==> src/rtl/xreq_pkg.sv <==
package xreq_pkg;

   typedef enum logic [1:0] {
      ST_OFF  = 2'd0,
      ST_WAIT = 2'd1,
      ST_BUSY = 2'd2,
      ST_GAP  = 2'd3
   } xreq_state_e;

   function automatic logic is_active(input xreq_state_e s);
      return (s == ST_BUSY) || (s == ST_GAP);
   endfunction

endpackage

==> src/rtl/xreq_sync.sv <==
module xreq_sync #(
   parameter int   STAGES  = 2,
   parameter logic RST_VAL = 1'b1
) (
   input  logic clk,
   input  logic rst_n,
   input  logic d,
   output logic q
);
   logic [STAGES-1:0] chain_q;

   always_ff @(posedge clk or negedge rst_n) begin
      if (!rst_n) chain_q <= {STAGES{RST_VAL}};
      else        chain_q <= {chain_q[STAGES-2:0], d};
   end

   assign q = chain_q[STAGES-1];
endmodule

==> src/rtl/xreq_detect.sv <==
module xreq_detect #(
   parameter bit HAS_EDGE = 1'b1
) (
   input  logic clk,
   input  logic rst_n,
   input  logic req_s,      // synchronized, active low
   input  logic mode_edge,
   input  logic first,      // no transfer started since last control write
   input  logic window,     // channel waiting, acceptance open
   input  logic armed,      // channel enabled
   input  logic take,       // pending request consumed this cycle
   input  logic clr,
   output logic pend
);
   logic prev_q, pend_q;
   logic lvl_hit, edge_sel, fall_hit, hit;

   always_ff @(posedge clk or negedge rst_n) begin
      if (!rst_n) prev_q <= 1'b1;
      else        prev_q <= req_s;
   end

   assign lvl_hit = !req_s && window;

   generate
      if (HAS_EDGE) begin : g_edge
         assign edge_sel = mode_edge && !first;
         assign fall_hit = prev_q && !req_s && armed;
      end else begin : g_level
         assign edge_sel = 1'b0;
         assign fall_hit = 1'b0;
      end
   endgenerate

   assign hit = edge_sel ? fall_hit : lvl_hit;

   always_ff @(posedge clk or negedge rst_n) begin
      if (!rst_n)     pend_q <= 1'b0;
      else if (clr)   pend_q <= 1'b0;
      else if (take)  pend_q <= edge_sel && fall_hit;
      else if (hit)   pend_q <= 1'b1;
   end

   assign pend = pend_q;
endmodule

==> src/rtl/xreq_count.sv <==
module xreq_count #(
   parameter int CNT_W = 8
) (
   input  logic             clk,
   input  logic             rst_n,
   input  logic             load,
   input  logic [CNT_W-1:0] load_val,
   input  logic             dec,
   output logic             last
);
   localparam logic [CNT_W-1:0] ONE = CNT_W'(1);
   logic [CNT_W-1:0] cnt_q;

   always_ff @(posedge clk or negedge rst_n) begin
      if (!rst_n)                    cnt_q <= '0;
      else if (load)                 cnt_q <= load_val;
      else if (dec && cnt_q != '0)   cnt_q <= cnt_q - ONE;
   end

   assign last = (cnt_q == ONE);
endmodule

==> src/rtl/xreq_handshake.sv <==
module xreq_handshake
   import xreq_pkg::*;
#(
   parameter int CNT_W       = 8,
   parameter int SYNC_STAGES = 2,
   parameter int STS_W       = 8,
   parameter bit HAS_EDGE    = 1'b1
) (
   input  logic             clk,
   input  logic             rst_n,
   input  logic             ctl_wr,
   input  logic             ctl_en,
   input  logic [CNT_W-1:0] ctl_count,
   input  logic             mode_single,
   input  logic             mode_edge,
   input  logic             mode_slow,
   input  logic             ack_oe,
   input  logic             end_oe,
   input  logic             req_n,
   input  logic             xfer_done,
   output logic             start_o,
   output logic             ack_n,
   output logic             end_n,
   output logic [STS_W-1:0] sts
);
   localparam int RSV_W = STS_W - 1;

   generate
      if (SYNC_STAGES < 2) begin : g_bad_sync
         $error("SYNC_STAGES must be at least 2");
      end
      if (CNT_W < 1) begin : g_bad_cnt
         $error("CNT_W must be at least 1");
      end
      if (STS_W < 1) begin : g_bad_sts
         $error("STS_W must be at least 1");
      end
   endgenerate

   xreq_state_e state_q;
   logic req_s, pend, first_q, start_q, last;
   logic window, armed, take, busy, finish, arm_ok;

   xreq_sync #(.STAGES(SYNC_STAGES), .RST_VAL(1'b1)) u_sync (
      .clk(clk), .rst_n(rst_n), .d(req_n), .q(req_s));

   assign window = (state_q == ST_WAIT);
   assign armed  = (state_q != ST_OFF);
   assign busy   = (state_q == ST_BUSY);
   assign take   = window && pend && !ctl_wr;
   assign finish = busy && xfer_done && !ctl_wr;
   assign arm_ok = ctl_en && (ctl_count != '0);

   xreq_detect #(.HAS_EDGE(HAS_EDGE)) u_det (
      .clk(clk), .rst_n(rst_n), .req_s(req_s), .mode_edge(mode_edge),
      .first(first_q), .window(window), .armed(armed), .take(take),
      .clr(ctl_wr), .pend(pend));

   xreq_count #(.CNT_W(CNT_W)) u_cnt (
      .clk(clk), .rst_n(rst_n), .load(ctl_wr), .load_val(ctl_count),
      .dec(finish), .last(last));

   always_ff @(posedge clk or negedge rst_n) begin
      if (!rst_n) begin
         state_q <= ST_OFF;
         first_q <= 1'b1;
         start_q <= 1'b0;
      end else begin
         start_q <= take;
         if (ctl_wr) begin
            state_q <= arm_ok ? ST_WAIT : ST_OFF;
            first_q <= 1'b1;
         end else begin
            if (take) first_q <= 1'b0;
            unique case (state_q)
               ST_OFF:  state_q <= ST_OFF;
               ST_WAIT: if (pend) state_q <= ST_BUSY;
               ST_BUSY: if (xfer_done)
                           state_q <= last ? ST_OFF : (mode_slow ? ST_GAP : ST_WAIT);
               ST_GAP:  state_q <= ST_WAIT;
               default: state_q <= ST_OFF;
            endcase
         end
      end
   end

   assign start_o = start_q;
   assign ack_n   = !(busy && ack_oe && mode_single);
   assign end_n   = !(busy && end_oe && last);

   generate
      if (STS_W > 1) begin : g_sts_wide
         assign sts = {{RSV_W{1'b0}}, is_active(state_q)};
      end else begin : g_sts_bit
         assign sts = is_active(state_q);
      end
   endgenerate
endmodule

==> config.mk <==
export PLATFORM = sky130hd
export DESIGN_NAME = xreq_handshake
export DESIGN_NICKNAME = d
export VERILOG_FILES = /design/src/rtl/xreq_pkg.sv /design/src/rtl/xreq_sync.sv /design/src/rtl/xreq_detect.sv /design/src/rtl/xreq_count.sv /design/src/rtl/xreq_handshake.sv
export SDC_FILE = /design/constraint.sdc
export NUM_CORES = 1
export LEC_CHECK = 0
export BUFFER_PORTS_ARGS = -buffer_cell sky130_fd_sc_hd__buf_4
export CAP_MARGIN = 15
export CORE_UTILIZATION = 50
export CTS_CLUSTER_SIZE = 24
export DETAILED_ROUTE_END_ITERATION = 8
export PLACE_DENSITY = 0.8
export SYNTH_ARGS = -nofsm -noshare
export SYNTH_HDL_FRONTEND = slang
export SYNTH_HIERARCHICAL = 1
export SYNTH_SLANG_ARGS = --single-unit
==> constraint.sdc <==
create_clock -name clk -period 3.35 [get_ports clk]
set_clock_uncertainty 0.15 [all_clocks]
set_input_delay 0 -clock clk [delete_from_list [all_inputs] [get_ports clk]]
set_output_delay 0 -clock clk [all_outputs]
set_load 0.01 [all_outputs]
==> results of run 1 <==
cell type report:
class / instances / area share
repair buffers: 48 / 0.2887
well taps: 25 / 0.02161
multi-input cells: 82 / 0.3691
inverters: 6 / 0.01556
clock buffers: 4 / 0.02506
flip-flops and latches: 16 / 0.2800
cell usage in the layout (no fill, tap or decap), types with 2 or more instances in the layout:
master,count
sky130_fd_sc_hd__a2111o_1,3
sky130_fd_sc_hd__a21oi_1,4
sky130_fd_sc_hd__a31oi_1,5
sky130_fd_sc_hd__buf_4,25
sky130_fd_sc_hd__clkbuf_4,3
sky130_fd_sc_hd__conb_1,7
sky130_fd_sc_hd__dfrtp_1,12
sky130_fd_sc_hd__dfstp_2,4
sky130_fd_sc_hd__dlygate4sd3_1,23
sky130_fd_sc_hd__ha_1,3
sky130_fd_sc_hd__inv_1,6
sky130_fd_sc_hd__nand2_1,13
sky130_fd_sc_hd__nand3_1,2
sky130_fd_sc_hd__nor2_1,7
sky130_fd_sc_hd__nor2b_1,4
sky130_fd_sc_hd__nor3b_1,3
sky130_fd_sc_hd__o211ai_1,5
sky130_fd_sc_hd__o21ai_0,2
sky130_fd_sc_hd__or4_1,4
sky130_fd_sc_hd__or4b_2,2
worst max-delay path: stages (launching register included):
cell and delay [ps]:
sky130_fd_sc_hd__dfrtp_1 460, sky130_fd_sc_hd__or4_1 670, sky130_fd_sc_hd__nor4b_1 490, sky130_fd_sc_hd__inv_1 90, sky130_fd_sc_hd__a31oi_1 180, sky130_fd_sc_hd__o32ai_1 100, sky130_fd_sc_hd__dlygate4sd3_1 590
flip-flops by register name, indices dropped and copies added (netlist names):
name / flops
u_cnt/cnt_q: 8
start_o: 1
u_det/prev_q: 1
first_q: 1
u_sync/chain_q: 2
state_q: 2
u_det/pend: 1
cell usage after synthesis (all sizes together), types with 3 or more instances:
| cell | number |
|---|---|
| a2111o | 3 |
| a21oi | 4 |
| a31oi | 5 |
| buf | 7 |
| clkbuf | 4 |
| dfrtp | 12 |
| dfstp | 4 |
| ha | 3 |
| inv | 6 |
| nand2 | 13 |
| nor2 | 7 |
| nor2b | 4 |
| nor3b | 3 |
| o211ai | 5 |
| or4 | 5 |
through the flow:
step | instance area (um2) | cells | power [mW] | hold WS [ps] | worst slack (ps)
3_3_place_gp | 1181 | 154 | 0.3022 | -280.6 | 974.7
3_5_place_dp | 1181 | 154 | 0.3072 | -277.5 | 858.1
6_report | 1448 | 181 | 0.4606 | 56.57 | 515.0
5_1_grt | 1448 | 181 | 0.4851 | 62.26 | 357.4
2_1_floorplan | 1031 | 115 | 0.2739 | -445.6 | 902.5
4_1_cts | 1448 | 181 | 0.4606 | 44.94 | 579.6
report_power, final:
group          switching (mW)  leakage, nW  internal, mW
combinational          0.0470        0.400        0.0562
sequential             0.0168        0.190         0.210
clock                  0.0645       0.0210        0.0663
total                   0.128        0.611         0.332
per-layer routing:
| metal | share of wire | wire length, um | GRT usage | up-vias |
|---|---|---|---|---|
| li1 | - | - | - | 483 |
| met5 | 0 | 0 | 0 | - |
| met3 | 0.074 | 200 | 0.08077 | 6 |
| met2 | 0.50 | 1346 | 0.4944 | 60 |
| met1 | 0.41 | 1110 | 0.3366 | 495 |
| met4 | 0.017 | 45 | 0.1029 | 0 |
worst paths after layout:
path / endpoint
worst max register to register: state_q[0]$_DFFE_PN0P_
worst max-delay path: state_q[0]$_DFFE_PN0P_
worst min register to register: u_sync/chain_q[1]$_DFF_PN1_
max in group asynchronous: u_cnt/cnt_q[1]$_DFFE_PN0P_
worst min-delay path: first_q$_DFFE_PN1P_
min in group clk: ack_n
kinds of logic (layout without fill, tap and decap cells):
kind of cell,count (synthesis),after routing,share of synthesized area
AND/OR/NAND/NOR,45,45,0.2643
AO/OA/AOI/OAI,27,27,0.2022
flip-flops,16,16,0.4020
adder cells (fa/ha/maj),3,3,0.03722
buffers and inverters,17,58,0.09056
other,1,7,0.003719
==> results summary, run 1 <==
The run finished with clean final reports. The buffers inserted during post-CTS setup optimization is 0. Of the cells placed in the final design, the portion with a size suffix greater than 1 is 0.2628. The number of global-route vias before repair was 944. The clock period minus final worst setup slack is between 2000 and 3000 ps. The origin of the critical flop-to-flop path is u_cnt/cnt_q[2]$_DFFE_PN0P_. After clock tree synthesis, the clock-pin slew on the worst setup and hold paths is 100 ps. Dividing total power by cell area gives a power density of about 320 nW/um2. TritonCTS built the clock tree. The first global-routing pass estimated between 4 and 5 mm of wire. The worst IR drop on VDD came out at between 200 and 250 uV. The count of clock tree sinks is 16. The total congestion overflow after global routing is 0.

The final weighted congestion in routability-driven placement came out at between 0.7 and 0.8. The final clock period utilization by the worst path is 0.8463. The setup slack of the worst register-to-register path came out at 520 ps. The remaining antenna violation count is 0. The worst setup path startpoint is u_cnt/cnt_q[2]$_DFFE_PN0P_. The floorplan step defined a die boundary enclosing roughly 2200 um2. The register bit count reported by yosys came out at 16. A synthesized cell averages roughly 9.3 um2. The post-cts resize count is 0. The antenna cell count is 0. The setup-violating endpoint count in the final report is 0.

The most used flip-flop cell after synthesis is sky130_fd_sc_hd__dfrtp_1. The number of buffers added by the clock tree synthesis step came out at 3. The effective utilization at floorplan came out at 0.5597.

The setup TNS is 0 ps. In this run, the number of DRC markers left after iteration 0 of detailed routing was 29. The startpoint type of the worst setup path is a flop. The fill cell total of the finished layout is about 140. The worst setup path is captured at a flop. The required arrival time at the worst endpoint is 3380 ps.

After detailed routing, the number of remaining DRC violations is 0. The area growth from synthesis to layout is 43.55%. The synthesized instance count is 109. The number of I/O pins came out at 30. The number of vias per cell after detailed routing came out at 5.768. The final layout contains 179 nets. The maximum fanout along the worst path came out at 7. The pin count of the biggest net entering global routing came out at 20. The tree is rooted in a sky130_fd_sc_hd__clkbuf_4. The share of synthesized area in the top cell type comes to 0.2978. For this run, the share of the core covered by cells in the final layout is 0.8035. After synthesis, the cell types taking the most area are sky130_fd_sc_hd__dfrtp_1, sky130_fd_sc_hd__dfstp_2, sky130_fd_sc_hd__buf_4. The placement row count came out at 15. In this run the static leakage power is 0.6111 nW. The wire length after detailed routing is ~2.7 mm. The quantity of hold-fixing buffers added after cts is 23. Of the synthesized area, sequential elements account for 0.4020.

In this run the worst hold path is classified as primary input to asynchronous set/reset pin. The worst setup path is of the flop to flop kind. Yosys mapped the design onto 38 distinct sky130hd cell types. The cell area after technology mapping is ~1000 um2. The number of antenna violations at the first check in global routing came out at 0. Yosys printed 6 warnings.

Summed over all instances, the cell type with the most area after synthesis is sky130_fd_sc_hd__dfrtp_1. The number of optimization iterations in the first detailed-route pass came out at 4. The area occupied by registers is 405.4 um2.

Setup repair after global routing left no endpoint under its margin. The standard cell core area is 1802 um2. The depth of the worst register-to-register path is 6. The average wire length per cell after detail routing came out at approximately 15 um. In this run the tightest slew margin relative to its limit is 0.6044.

The chip width is 46.91 um. The transition time at the pin with the least slew margin is about 590 ps. The number of input and output port buffers inserted is 22. The final max-slew violation count is 0. The die height came out at between 40 and 50 um. The half-perimeter wire length of the detailed placement result came out at between 1.5 and 2 mm. The share of async-settable or async-resettable flops after synthesis came out at 1.000. The max-capacitance violation count is 0. In the final layout, the multi-input gates occupy between 500 and 600 um2. The number of endpoints with negative hold slack in the final report came out at 0. The routed layout has roughly 1000 vias. The endpoint arrival time on the critical path is around 2900 ps. The maximum clock frequency is roughly 350 MHz.

Counting flops with a built-in enable in the synthesized netlist gives 0. The number of buffers between clock root and the deepest sink is 2. The H-tree level count came out at 1.

In the global route stage, overall resource usage came out at 0.2853. The clock reaches the later pin of the worst-skew pair after about 290 ps.
Power figures use the tool's default switching activity.
==> run 2: changes to the inputs <==
CORE_UTILIZATION = 45   (was 50)
PLACE_DENSITY = 0.76   (was 0.8)
clock period = 2.3 ns   (was 3.35 ns; I/O delays follow)
==> results summary, run 2 (synthesis gave the netlist of run 1 again) <==
Relative to the synthesized area, the layout overhead comes to 47.52%. In this run the worst hold path is classified as primary input to flop. The first-pass GRT wire length came out at 4.340 mm (+3.3%).

The run finished with clean final reports. The largest register by flop count is u_cnt/cnt_q. The chip width was 49.34 um (+5.2%). Leaving out fill and tap cells, the most frequent cell in the layout is sky130_fd_sc_hd__buf_4. The final weighted congestion in routability-driven placement came out at 0.8370 (+8.6%). The critical path endpoint category is a flop. The effective utilization at floorplan is 0.4939 (-0.06585).

The remaining antenna violation count came to 0 (unchanged). The number of buffers added by the clock tree synthesis step came out at 3 (unchanged). The antenna cell count is 0 (unchanged). The buffers inserted during post-CTS setup optimization is 0 (unchanged). The final max-slew violation count came out at 0 (unchanged). The clock root buffer is sky130_fd_sc_hd__clkbuf_4. The pin count of the biggest net entering global routing came out at 20 (unchanged).

The number of antenna violations at the first check in global routing came to 0 (unchanged). The wire length after detailed routing came out at 2.478 mm (-8.3%). The number of global-route vias before repair is 987 (+4.6%).

The overall power was 0.6698 mW (+45%). The average wire length per cell after detail routing came out at 13.32 um (-11%). The setup slack of the worst register-to-register path came out at 80 ps (-430 ps). The number of I/O pins is 30 (unchanged). The half-perimeter wire length of the detailed placement result was 1.672 mm (-2.7%). The clock-pin slew reported for the worst setup and hold paths after clock tree synthesis is 100 ps (about the same). TritonCTS built the clock tree. The count of clock tree sinks came to 16 (unchanged).

The placed standard-cell area is 1226 um2 (+3.8%). The top cell types in the final layout, fill and taps aside, are sky130_fd_sc_hd__buf_4, sky130_fd_sc_hd__dlygate4sd3_1, sky130_fd_sc_hd__nand2_1, sky130_fd_sc_hd__dfrtp_1. The number of buffers between clock root and the deepest sink came out at 2 (unchanged). The count of placed standard cells including taps is 161 (+4.5%).

The setup TNS came to 0 ps (unchanged). The flip-flop count of the largest register, all copies and words added is 8 (unchanged). The endpoint arrival time on the critical path came to 2280 ps (-580 ps). The maximum fanout along the worst path came out at 4 (-3).

The clock period minus final worst setup slack was 2216 ps (-618.7 ps). The standard cell core area is 2042 um2 (+13%). The maximum clock frequency came out at 451.2 MHz (+28%).

The number of DRC markers after the initial detailed-route iteration is 39 (+34%). The number of nets in the layout came to 182 (+1.7%). The total congestion overflow after global routing is 0 (unchanged). Setup repair after global routing left no endpoint under its margin.

The number of endpoints with negative hold slack in the final report is 0 (unchanged). The number of vias per cell after detailed routing is 5.414 (-6.1%). The final routed DRC violation total was 0 (unchanged).

The worst IR drop on VDD was 382.6 uV (+66%). STA classifies the critical path startpoint as a flop. The remaining max-slew budget at the tightest pin is 0.6214 (+0.01701). The overall global routing resource usage was 0.2271 (-0.05813). The fraction of final layout cells sized beyond drive strength 1 came out at 0.3082 (+0.04536). The power per unit of standard cell area came out at 450.2 nW/um2 (+42%). The post-layout utilization of the core is 0.7286 (-0.07492). The die height came out at 49.34 um (+5.2%). The H-tree level count came out at 1 (unchanged). The cell area after layout came out at 1488 um2 (+2.8%).

The max-capacitance violation count came to 0 (unchanged). In the final layout, the registers with the most flip-flops are u_cnt/cnt_q x8, state_q x2, u_sync/chain_q x2. The fill cell total of the finished layout came out at 162 (+18%). The required arrival time at the worst endpoint is 2360 ps (-1020 ps). The area enclosed by the die boundary came out at 2434 um2 (+11%). The placement row count came to 16 (+1). The transition time at the pin with the least slew margin is 566.1 ps (-25.43 ps).

The setup-violating endpoint count in the final report came out at 0 (unchanged). The total via count after detailed routing is 1007 (-3.5%). The number of optimization iterations in the first detailed-route pass is 4 (unchanged). The number of input and output port buffers inserted is 22 (unchanged). The leakage power summed over all cells came out at 0.6305 nW (+3.2%). The final non-filler cell total is 186 (+2.8%). The final clock period utilization by the worst path was 0.9636 (+0.1173).

The setup path with the least slack is of type flop to flop. The clock latency on the worst-skew pair is 290 ps (about the same).
==> run 2: metrics by stage <==
stage               setup WS, ps  hold WS [ps]
finish                     83.72         16.37
CTS                        86.70         17.66
global placement           154.2        -278.8
global route               3.363         57.92
floorplan                  9.074        -445.6
detailed placement         108.5        -278.7
==> run 2: path summary, 6_finish.rpt <==
kind	to	from	cells past startpoint
setup / recovery	u_cnt/cnt_q[7]$_DFFE_PN0P_	state_q[0]$_DFFE_PN0P_	5
hold / removal	state_q[1]$_DFFE_PN0P_	mode_slow	4
setup reg to reg	u_cnt/cnt_q[7]$_DFFE_PN0P_	state_q[0]$_DFFE_PN0P_	5
hold reg to reg	u_sync/chain_q[1]$_DFF_PN1_	u_sync/chain_q[0]$_DFF_PN1_	0
max in group asynchronous	u_cnt/cnt_q[5]$_DFFE_PN0P_	rst_n	3
min in group asynchronous	u_sync/chain_q[0]$_DFF_PN1_	rst_n	2
==> run 2: metal layers <==
layer	GRT usage	wire (um)	share of wire	up-vias
met3	0.03738	126	0.051	4
met1	0.2957	1186	0.48	484
met4	0.05392	29	0.012	0
met5	0	0	0	-
met2	0.3881	1135	0.46	30
li1	-	-	-	489
==> run 2: area by class of cell <==
class,count,area [um2],share of cell area
flip-flops and latches,16,405.4,0.2725
inverters,6,22.52,0.01514
multi-input cells,82,554.3,0.3726
well taps,27,33.78,0.02271
clock buffers,4,36.28,0.02439
repair buffers,51,435.4,0.2927
==> run 2: power by group <==
part	total (mW)	switching [mW]	internal, mW
Clock	0.190	0.0931	0.0964
Sequential	0.329	0.0236	0.305
Combinational	0.151	0.0676	0.0837
==> run 2: critical path, stage by stage, from the launching register on <==
cell                      delay, ps
sky130_fd_sc_hd__dfrtp_1        400
sky130_fd_sc_hd__nor2b_2        140
sky130_fd_sc_hd__nor3b_4        250
sky130_fd_sc_hd__or4b_2         620
sky130_fd_sc_hd__or4_1          410
sky130_fd_sc_hd__a31oi_1        180
==> run 2: repair_timing <==
| action | in CTS | in global routing |
|---|---|---|
| setup endpoints to repair | 0 | 2 |
| gates resized for setup | 0 | 3 |
| hold endpoints to repair | 30 | 0 |
| hold buffers | 21 | 0 |
==> run 3: changes to the inputs <==
MAX_ROUTING_LAYER = met4   (was default)
==> results summary, run 3 (synthesis gave the netlist of run 1 again) <==
The run finished with clean final reports. The antenna cell count came to 0 (unchanged). The area enclosed by the die boundary came out at 2434 um2 (unchanged). The maximum fanout along the worst path came out at 4 (unchanged).

The standard cell core area came out at 2042 um2 (unchanged). The worst hold margin is 16.40 ps (+0.03370 ps). The number of global-route vias before repair came out at 988 (+0.10%). The leakage power summed over all cells came to 0.6305 nW (unchanged). The endpoint arrival time on the critical path came out at 2280 ps (about the same). The final clock period utilization by the worst path came out at 0.9636 (unchanged). The count of clock tree sinks is 16 (unchanged). The depth of the worst register-to-register path was 5 (unchanged). The max-capacitance violation count came out at 0 (unchanged). Setup repair after global routing left no endpoint under its margin. STA classifies the critical path endpoint as a flop.

The number of buffers between clock root and the deepest sink is 2 (unchanged). The final max-slew violation count was 0 (unchanged). The global routing usage on met2 is 0.3881 (unchanged).

The setup TNS is 0 ps (unchanged). The worst setup path is launched from a flop. The synthesis-to-finish area growth was 47.52% (unchanged). The effective utilization at floorplan is 0.4939 (unchanged). The least setup slack across all paths after layout is 83.72 ps (unchanged). Traced cell by cell, the critical path runs through nor2b_2 -> nor3b_4 -> or4b_2 -> or4_1 -> a31oi_1. The wire length after detailed routing is 2.478 mm (unchanged). The total via count after detailed routing came out at 1009 (+0.20%).

The worst hold path begins at mode_slow. The remaining max-slew budget at the tightest pin is 0.6213 (about the same). The number of vias per cell after detailed routing came out at 5.425 (+0.20%). The number of input and output port buffers inserted came out at 22 (unchanged). The layer with the highest usage after global routing is met2. The most common library cell in the layout ignoring fill and taps is sky130_fd_sc_hd__buf_4.

The overall global routing resource usage is 0.2329 (+0.005781). The half-perimeter wire length of the detailed placement result is 1.672 mm (unchanged). The setup slack of the worst register-to-register path came out at 80 ps (about the same). The number of DRC markers after the initial detailed-route iteration is 39 (unchanged). The setup-violating endpoint count in the final report is 0 (unchanged). The largest registers in the layout are u_cnt/cnt_q x8, state_q x2, u_sync/chain_q x2. In this run the worst hold path is classified as primary input to flop. The pre-CTS setup slack came out at 108.5 ps (unchanged).

The origin of the critical flop-to-flop path is state_q[0]$_DFFE_PN0P_. The worst IR drop on VDD was 383.1 uV (+0.14%). The total congestion overflow after global routing is 0 (unchanged). The clock root buffer is sky130_fd_sc_hd__clkbuf_4. The flip-flop count of the largest register, all copies and words added came out at 8 (unchanged). The largest incremental delay on the critical path is 620 ps (about the same). The transition time at the pin with the least slew margin came out at 566.2 ps (+0.1850 ps). The first-pass GRT wire length came out at 4.326 mm (-0.32%). The worst-path cell with the longest stage delay is sky130_fd_sc_hd__or4b_2. The endpoint identified for the worst register-to-register timing path is u_cnt/cnt_q[7]$_DFFE_PN0P_. The maximum clock frequency was 451.2 MHz (unchanged).

The TritonCTS clock tree is yes. The clock latency on the worst-skew pair came out at 290 ps (about the same). The power per unit of standard cell area is 450.4 nW/um2 (about the same). The required arrival time at the worst endpoint came to 2360 ps (about the same). The final weighted congestion in routability-driven placement was 0.8499 (+1.5%). The pin count of the biggest net entering global routing came to 20 (unchanged). The library cells used most frequently in the layout, excluding fill and tap cells, are sky130_fd_sc_hd__buf_4, sky130_fd_sc_hd__dlygate4sd3_1, sky130_fd_sc_hd__nand2_1, sky130_fd_sc_hd__dfrtp_1. The met1 track demand over resource in global routing is 0.2938 (-0.001946). u_cnt/cnt_q holds more flip-flops than any other register. The fraction of final layout cells sized beyond drive strength 1 came out at 0.3082 (unchanged).

The H-tree level count came out at 1 (unchanged). The clock-pin slew reported for the worst setup and hold paths after clock tree synthesis came out at 100 ps (about the same). The number of instances on the worst hold path came out at 4 (unchanged). The number of buffers added by the clock tree synthesis step is 3 (unchanged). The path with the worst hold slack has its endpoint at state_q[1]$_DFFE_PN0P_. The critical path class is flop to flop. The average wire length per cell after detail routing was 13.32 um (unchanged). The chip width came out at 49.34 um (unchanged).

The remaining antenna violation count came to 0 (unchanged). The buffers inserted during post-CTS setup optimization is 0 (unchanged). The number of endpoints with negative hold slack in the final report came out at 0 (unchanged). The number of optimization iterations in the first detailed-route pass is 4 (unchanged). The met3 routing resource usage after global routing came out at 0.03738 (unchanged). The die height is 49.34 um (unchanged). The placement row count is 16 (unchanged).

The clock period minus final worst setup slack came out at 2216 ps (unchanged). The number of I/O pins was 30 (unchanged). The number of antenna violations at the first check in global routing came to 0 (unchanged). The final routed DRC violation total came out at 0 (unchanged). The post-layout utilization of the core came out at 0.7286 (unchanged). The number of nets in the layout was 182 (unchanged).
==> run 3: cell counts in the layout (fill, tap and decap cells not counted) <==
Identical to the previous run, type by type.
==> run 3: worst max-delay path, delay by kind of cell (launching register included) <==
family           cells  cell delay, ps
AND/OR/NAND/NOR      4            1420
AO/OA/AOI/OAI        1             180
flip-flops           1             400
==> run 3: cell type report <==
type,count,area [um2]
well taps,27,33.78
fillers,162,554.3
inverters,6,22.52
clock buffers,4,36.28
flip-flops and latches,16,405.4
repair buffers,51,435.4
multi-input cells,82,554.3
==> run 3: timing repair <==
action                                  4_1_cts  5_1_grt
gates resized for setup                       0        3
endpoints found under the hold margin        30        0
endpoints found under the setup margin        0        2
hold buffers                                 21        0
==> run 3: through the flow <==
step	instance area, um2	power [mW]	instances
after global placement	1226	0.4461	161
after detailed placement	1226	0.4517	161
after global routing	1488	0.7045	186
after floorplan	1036	0.3992	115
final	1488	0.6700	186
after CTS	1473	0.6665	186
==> run 3: metal layers <==
layer	vias up	part of all wire
li1	489	-
met1	484	0.48
met2	30	0.46
met3	6	0.050
met4	0	0.016
met5	-	0
==> run 3: how the worst max path moves through the flow <==
stage	from	endpoint	slack (ps)
6_report	state_q[0]$_DFFE_PN0P_	u_cnt/cnt_q[7]$_DFFE_PN0P_	80
5_1_grt	state_q[0]$_DFFE_PN0P_	u_cnt/cnt_q[7]$_DFFE_PN0P_	3
4_1_cts	state_q[0]$_DFFE_PN0P_	u_cnt/cnt_q[7]$_DFFE_PN0P_	90
3_5_place_dp	state_q[0]$_DFFE_PN0P_	u_cnt/cnt_q[7]$_DFFE_PN0P_	110
3_3_place_gp	state_q[0]$_DFFE_PN0P_	u_cnt/cnt_q[7]$_DFFE_PN0P_	150
2_1_floorplan	state_q[1]$_DFFE_PN0P_	u_cnt/cnt_q[7]$_DFFE_PN0P_	9
==> run 3: power by group <==
part	switching (mW)	leakage [nW]	internal (mW)
logic	0.0676	0.420	0.0837
registers	0.0236	0.190	0.305
clock network	0.0933	0.0210	0.0964
